### src/rtl/gfx_irq_pkg.sv
package gfx_irq_pkg;
  localparam int NSRC     = 4;
  // source vector order
  localparam int SRC_DRAW = 3;
  localparam int SRC_IDLE = 2;
  localparam int SRC_OVF  = 1;
  localparam int SRC_LVL  = 0;
  // register bit positions
  localparam int BIT_MODE = 31;
  localparam int BIT_DRAW = 10;
  localparam int BIT_IDLE = 9;
  localparam int BIT_OVF  = 8;
  localparam int BIT_LVL  = 0;
  // word addresses
  localparam logic [1:0] RA_STAT = 2'd0;
  localparam logic [1:0] RA_PEND = 2'd1;
  localparam logic [1:0] RA_EN   = 2'd2;
  localparam logic [1:0] RA_THR  = 2'd3;

  function automatic logic [NSRC-1:0] word_to_src(input logic [31:0] w);
    logic [NSRC-1:0] s;
    s[SRC_DRAW] = w[BIT_DRAW];
    s[SRC_IDLE] = w[BIT_IDLE];
    s[SRC_OVF]  = w[BIT_OVF];
    s[SRC_LVL]  = w[BIT_LVL];
    return s;
  endfunction

  function automatic logic [31:0] src_to_word(input logic [NSRC-1:0] s);
    logic [31:0] w;
    w = '0;
    w[BIT_DRAW] = s[SRC_DRAW];
    w[BIT_IDLE] = s[SRC_IDLE];
    w[BIT_OVF]  = s[SRC_OVF];
    w[BIT_LVL]  = s[SRC_LVL];
    return w;
  endfunction
endpackage

### src/rtl/gfx_src_sampler.sv
module gfx_src_sampler
  import gfx_irq_pkg::*;
#(
  parameter int CNT_W = 6
) (
  input  logic             clk_i,
  input  logic             rst_ni,
  input  logic             draw_done_i,
  input  logic             idle_i,
  input  logic             ovf_i,
  input  logic [CNT_W-1:0] used_i,
  input  logic [CNT_W-1:0] thr_i,
  output logic [NSRC-1:0]  cond_q_o,
  output logic [CNT_W-1:0] used_q_o,
  output logic [NSRC-1:0]  ev_o
);
  // draw/idle high and threshold match assumed at reset: no spurious events
  localparam logic [NSRC-1:0] COND_RST = NSRC'((1 << SRC_DRAW) | (1 << SRC_IDLE) | (1 << SRC_LVL));

  logic [NSRC-1:0] cond;
  logic [NSRC-1:0] cond_q;

  always_comb begin
    cond           = '0;
    cond[SRC_DRAW] = draw_done_i;
    cond[SRC_IDLE] = idle_i;
    cond[SRC_OVF]  = ovf_i;
    cond[SRC_LVL]  = (used_i == thr_i);
  end

  always_ff @(posedge clk_i or negedge rst_ni) begin
    if (!rst_ni) begin
      cond_q   <= COND_RST;
      used_q_o <= '0;
    end else begin
      cond_q   <= cond;
      used_q_o <= used_i;
    end
  end

  assign ev_o     = cond & ~cond_q;
  assign cond_q_o = cond_q;

  // an event marks a condition that is held high on the next cycle
  a_r5_edge_then_held: assert property (@(posedge clk_i) disable iff (!rst_ni)
    (|ev_o) |=> ((cond_q & $past(ev_o)) == $past(ev_o)));
endmodule

### src/rtl/gfx_irq_ctrl.sv
module gfx_irq_ctrl
  import gfx_irq_pkg::*;
(
  input  logic            clk_i,
  input  logic            rst_ni,
  input  logic            mode_i,
  input  logic [NSRC-1:0] en_i,
  input  logic [NSRC-1:0] ev_i,
  input  logic [NSRC-1:0] clr_i,
  output logic [NSRC-1:0] pend_o,
  output logic            irq_o
);
  logic [NSRC-1:0] pend_q;
  logic [NSRC-1:0] pend_d;
  logic            pulse_q;

  // set has priority over clear
  assign pend_d = mode_i ? ((pend_q & ~clr_i) | ev_i) : '0;

  always_ff @(posedge clk_i or negedge rst_ni) begin
    if (!rst_ni) begin
      pend_q  <= '0;
      pulse_q <= 1'b0;
    end else begin
      pend_q  <= pend_d;
      pulse_q <= |(ev_i & en_i);
    end
  end

  assign pend_o = pend_q;
  assign irq_o  = mode_i ? |(pend_q & en_i) : pulse_q;

  a_r6_hold_until_clear: assert property (@(posedge clk_i) disable iff (!rst_ni)
    mode_i |=> (((pend_q | $past(clr_i)) & $past(pend_q)) == $past(pend_q)));
  a_r7_set_wins: assert property (@(posedge clk_i) disable iff (!rst_ni)
    mode_i |=> ((pend_q & $past(ev_i)) == $past(ev_i)));
  a_r9_no_pend_in_pulse: assert property (@(posedge clk_i) disable iff (!rst_ni)
    !mode_i |=> (pend_q == '0));
  a_r9_pulse_has_cause: assert property (@(posedge clk_i) disable iff (!rst_ni)
    (!mode_i && irq_o) |-> $past(|(ev_i & en_i)));
endmodule

### src/rtl/gfx_irq_unit.sv
module gfx_irq_unit
  import gfx_irq_pkg::*;
#(
  parameter int CNT_W = 6
) (
  input  logic             clk_i,
  input  logic             rst_ni,
  input  logic             draw_done_i,
  input  logic             idle_i,
  input  logic             ovf_i,
  input  logic [CNT_W-1:0] fifo_used_i,
  input  logic             bus_wr_i,
  input  logic [1:0]       bus_addr_i,
  input  logic [31:0]      bus_wdata_i,
  output logic [31:0]      bus_rdata_o,
  output logic             irq_o
);
  logic             mode_q;
  logic [NSRC-1:0]  en_q;
  logic [CNT_W-1:0] thr_q;
  logic [NSRC-1:0]  cond_q;
  logic [CNT_W-1:0] used_q;
  logic [NSRC-1:0]  ev;
  logic [NSRC-1:0]  pend;
  logic [NSRC-1:0]  clr;
  logic             wr_pend;
  logic             unused_wdata;

  assign wr_pend      = bus_wr_i && (bus_addr_i == RA_PEND);
  assign clr          = (wr_pend && mode_q) ? word_to_src(bus_wdata_i) : '0;
  assign unused_wdata = ^bus_wdata_i;

  always_ff @(posedge clk_i or negedge rst_ni) begin
    if (!rst_ni) begin
      mode_q <= 1'b0;
      en_q   <= '0;
      thr_q  <= '0;
    end else if (bus_wr_i) begin
      unique case (bus_addr_i)
        RA_PEND: mode_q <= bus_wdata_i[BIT_MODE];
        RA_EN:   en_q   <= word_to_src(bus_wdata_i);
        RA_THR:  thr_q  <= bus_wdata_i[CNT_W-1:0];
        default: ;
      endcase
    end
  end

  gfx_src_sampler #(.CNT_W(CNT_W)) u_smp (
    .clk_i      (clk_i),
    .rst_ni     (rst_ni),
    .draw_done_i(draw_done_i),
    .idle_i     (idle_i),
    .ovf_i      (ovf_i),
    .used_i     (fifo_used_i),
    .thr_i      (thr_q),
    .cond_q_o   (cond_q),
    .used_q_o   (used_q),
    .ev_o       (ev)
  );

  gfx_irq_ctrl u_ctrl (
    .clk_i (clk_i),
    .rst_ni(rst_ni),
    .mode_i(mode_q),
    .en_i  (en_q),
    .ev_i  (ev),
    .clr_i (clr),
    .pend_o(pend),
    .irq_o (irq_o)
  );

  always_comb begin
    bus_rdata_o = '0;
    unique case (bus_addr_i)
      RA_STAT: begin
        bus_rdata_o[BIT_DRAW]  = cond_q[SRC_DRAW];
        bus_rdata_o[BIT_IDLE]  = cond_q[SRC_IDLE];
        bus_rdata_o[BIT_OVF]   = cond_q[SRC_OVF];
        bus_rdata_o[CNT_W-1:0] = used_q;
      end
      RA_PEND: begin
        bus_rdata_o           = src_to_word(pend);
        bus_rdata_o[BIT_MODE] = mode_q;
      end
      RA_EN:   bus_rdata_o = src_to_word(en_q);
      default: bus_rdata_o[CNT_W-1:0] = thr_q;
    endcase
  end

  a_r3_reserved_zero: assert property (@(posedge clk_i) disable iff (!rst_ni)
    bus_rdata_o[30:11] == '0);
  a_r8_level_irq_needs_enable: assert property (@(posedge clk_i) disable iff (!rst_ni)
    (mode_q && irq_o) |-> |(pend & en_q));
endmodule

### config.mk
export PLATFORM = sky130hd
export DESIGN_NAME = gfx_irq_unit
export DESIGN_NICKNAME = d
export VERILOG_FILES = /design/src/rtl/gfx_irq_pkg.sv /design/src/rtl/gfx_src_sampler.sv /design/src/rtl/gfx_irq_ctrl.sv /design/src/rtl/gfx_irq_unit.sv
export SDC_FILE = /design/constraint.sdc
export NUM_CORES = 1
export LEC_CHECK = 0
export ABC_AREA = 1
export BUFFER_PORTS_ARGS = -buffer_cell sky130_fd_sc_hd__buf_2
export CAP_MARGIN = 20
export CORE_ASPECT_RATIO = 0.5
export CORE_UTILIZATION = 40
export CTS_CLUSTER_DIAMETER = 50
export DETAILED_ROUTE_END_ITERATION = 16
export GPL_ROUTABILITY_DRIVEN = 1
export PLACE_DENSITY = 0.81
export SLEW_MARGIN = 20
export SYNTH_ARGS = -nofsm -noshare
export SYNTH_HDL_FRONTEND = slang
export SYNTH_SLANG_ARGS = --single-unit
### constraint.sdc
create_clock -name clk_i -period 1.35 [get_ports clk_i]
set_clock_uncertainty 0.05 [all_clocks]
set_input_delay 0.2025 -clock clk_i [delete_from_list [all_inputs] [get_ports clk_i]]
set_output_delay 0.2025 -clock clk_i [all_outputs]
set_load 0.03 [all_outputs]
==> key figures <==
Die
  – # IOs: 79
  – Core Box Area: 0.00315 mm²
  – # rows: 14
  – Initial core utilization: 44.0%
  – Die width: 85.3 µm
  – Die ar.: 0.00372 mm²
  – DIE HEIGHT: 43.6 µm

STA
  – Final period util: 108%
  – Final setup viols: 3
  – Max Fclk: 685 MHz
  – RSZ-0062 raised after global routing: yes
  – Max-slew headroom: 60.7%
  – Final Hold Viols: 0
  – Worst Tran Pin Value: 0.589 ns
  – Hold WS: 0.0127 ns
  – Final Max Tran Viols: 0
  – Final min period: 1.46 ns
  – Post-route setup slack: -0.110 ns

Critical path
  – Critical path class: flop to primary output
  – CP Launch Type: flop
  – Worst-path fanout max: 2
  – Worst Path Arrival: 1.21 ns
  – Required time worst endpoint: 1.10 ns
  – Nature of the critical path endpoint: primary output

Clock network
  – CTS buffer count: 3
  – Max Buffers Root-to-Sink: 2
  – Sink Count: 26
  – Clk pin slew, worst setup/hold paths: 0.09 ns
  – TritonCTS clock tree: built
  – Clk_lat worst skew: 0.27 ns
  – Clk Tree Root Cell: clkbuf_8
  – H-tree Lvls: 1

Placement
  – Placed Area: 0.00154 mm²
  – Placer's final routability congestion estimate: 0.804
  – DP Wirelength: 2150 µm
  – IO buf count: 34

Power
  – Peak VDD IR: 0.000515 V
  – Static leakage: 0.950 nW
  – PD cells: 1130 mW/mm²
  – Power consumption: 2.00 mW

Final layout
  – Fin nets: 270
  – Sequential cell area: 654 µm²
  – Area Growth Syn to Fin: 27.9%
  – Fraction of layout cells with a size suffix above 1: 30.0%
  – Fin area: 0.00177 mm²
  – Multi-input logic area: 573 µm²
  – Filler cells: 294
  – Ant diodes: 0

Drt
  – Vias: 1202
  – Wire length per cell: 11.8 µm
  – Starting DRT DRC Count: 111
  – DR pass1 iterations: 4
  – WL final: 3100 µm
  – Post-DRT Antenna Nets: 0
  – Vias per cell: 4.57
  – DRC: 0

Hold path
  – Tightest Hold Check Type: input pin to flop

Logic synthesis
  – #FFs+latches synth: 26
  – Post-synth top area share: 41.5%
  – Seq/Total Area, Yosys: 47.2%
  – Synthesized instance count: 170
  – Post-synth top area cell: dfrtp_1
  – Synth top area cells: dfrtp_1, buf_4, nand2_1
  – Synth cell types: 25
  – Syn_area_per_cell: 8.16 µm²
  – Ys Warns: 0
  – Synthesized area: 0.00139 mm²

Run status
  – Status: finished, violations left
  – Failing checks: negative setup slack

GRT
  – Global-route wire length before repair: 4730 µm
  – GRT overflow: 0
  – Initial antenna violation count: 0
  – Global-route usage over all layers: 17.2%
  – Vias in the first global route: 1091
  – Largest net degree at the start of global routing: 27

Job
  – MaxCap Viol Count: 0
-- per-layer routing --
metal  routed length, µm  GRT usage (%)  vias up
met4                  66           8.00        0
met5                   0              0        -
met1                1370           19.8      550
met2                1490           31.0       51
li1                    -              -      595
met3                 173           4.38        6
-- critical path: stages (launching register included) --
cell      delay (ns)
dfstp_2         0.54
inv_2           0.03
o211ai_1        0.17
buf_4           0.19
-- worst paths after layout --
kind | slack [ns] | cells after the start | start | end
worst min-delay path | 0.01 | 1 | fifo_used_i[0] | u_smp.used_q_o[0]
min in group asynchronous | 0.41 | 2 | rst_ni | u_smp.used_q_o[1]
worst min register to register | 0.48 | 3 | u_smp.cond_q_o[1] | u_ctrl.pend_o[1]
max in group asynchronous | 0.46 | 2 | rst_ni | u_smp.used_q_o[2]
worst max register to register | 0.09 | 6 | thr_q[0] | u_ctrl.pulse_q
worst max-delay path | -0.11 | 3 | u_smp.cond_q_o[2] | bus_rdata_o[9]
-- cell usage in the layout, fill, tap and decap left out, drive strengths merged --
master / Yosys / final
mux2: 1 / 1
conb: 1 / 22
dfstp: 3 / 3
o2111ai: 1 / 1
xor2: 1 / 1
inv: 25 / 25
nand3: 2 / 2
and3: 1 / 1
dlygate4sd3: 0 / 7
a21oi: 9 / 9
a31oi: 1 / 1
dfrtp: 23 / 23
o21ai: 15 / 15
o211ai: 3 / 3
nand2: 46 / 46
a41oi: 1 / 1
buf: 23 / 44
clkbuf: 0 / 4
nand4: 1 / 1
nor2: 12 / 12
a22o: 1 / 1
-- through the flow --
stage / setup TNS (ns) / setup slack (ns) / utilization (%) / cells
after floorplan: 0 / 0.0262 / - / 191
after global placement: 0 / 0.0628 / 48.9 / 245
after detailed placement: 0 / 0.0541 / 48.9 / 245
after CTS: -0.257 / -0.116 / 54.6 / 260
after global routing: -0.371 / -0.134 / 56.3 / 263
final: -0.224 / -0.110 / 56.3 / 263
-- state kept, by name, indices dropped and copies added, names as in the netlist --
name	cells
u_smp.cond_q_o	4
thr_q	6
u_ctrl.pend_o	4
en_q	4
u_ctrl.pulse_q	1
mode_q	1
u_smp.used_q_o	6
-- synth_stat cells, drive strengths merged --
library cell	n
nand4	1
a21oi	9
buf	23
and3	1
a22o	1
nand2	46
o211ai	3
dfrtp	23
o21ai	15
a31oi	1
nand3	2
nor2	12
conb	1
mux2	1
inv	25
dfstp	3
a41oi	1
o2111ai	1
xor2	1
-- power breakdown --
part | switching [mW] | internal [mW]
clock | 0.254 | 0.212
sequential | 0.0614 | 0.866
combinational | 0.378 | 0.232
-- kinds of logic after synthesis --
logic type      Yosys count  synth area share [%]
simple gates             62                  18.8
xor+xnor                  1                 0.631
compound gates           31                  12.6
mux                       1                  1.08
buf+inv                  48                  19.5
flops                    26                  47.2
other cells               1                 0.270
-- final cells by class --
| type | instances | share of cell area [%] |
|---|---|---|
| Tap cell | 40 | 2.82 |
| Inverter | 25 | 5.29 |
| Clock buffer | 4 | 2.54 |
| Multi-Input combinational cell | 117 | 32.3 |
| Sequential cell | 26 | 36.9 |
| Timing Repair Buffer | 51 | 20.2 |
-- timing repair --
item | CTS | global route
buffers inserted | 5 | 2
endpoints found under the hold margin | 28 | 1
pin swaps | 2 | 4
hold buffers | 6 | 1
resized for setup | 15 | 14
setup endpoints to repair | 6 | 11
(Power assumes the default switching activity.)
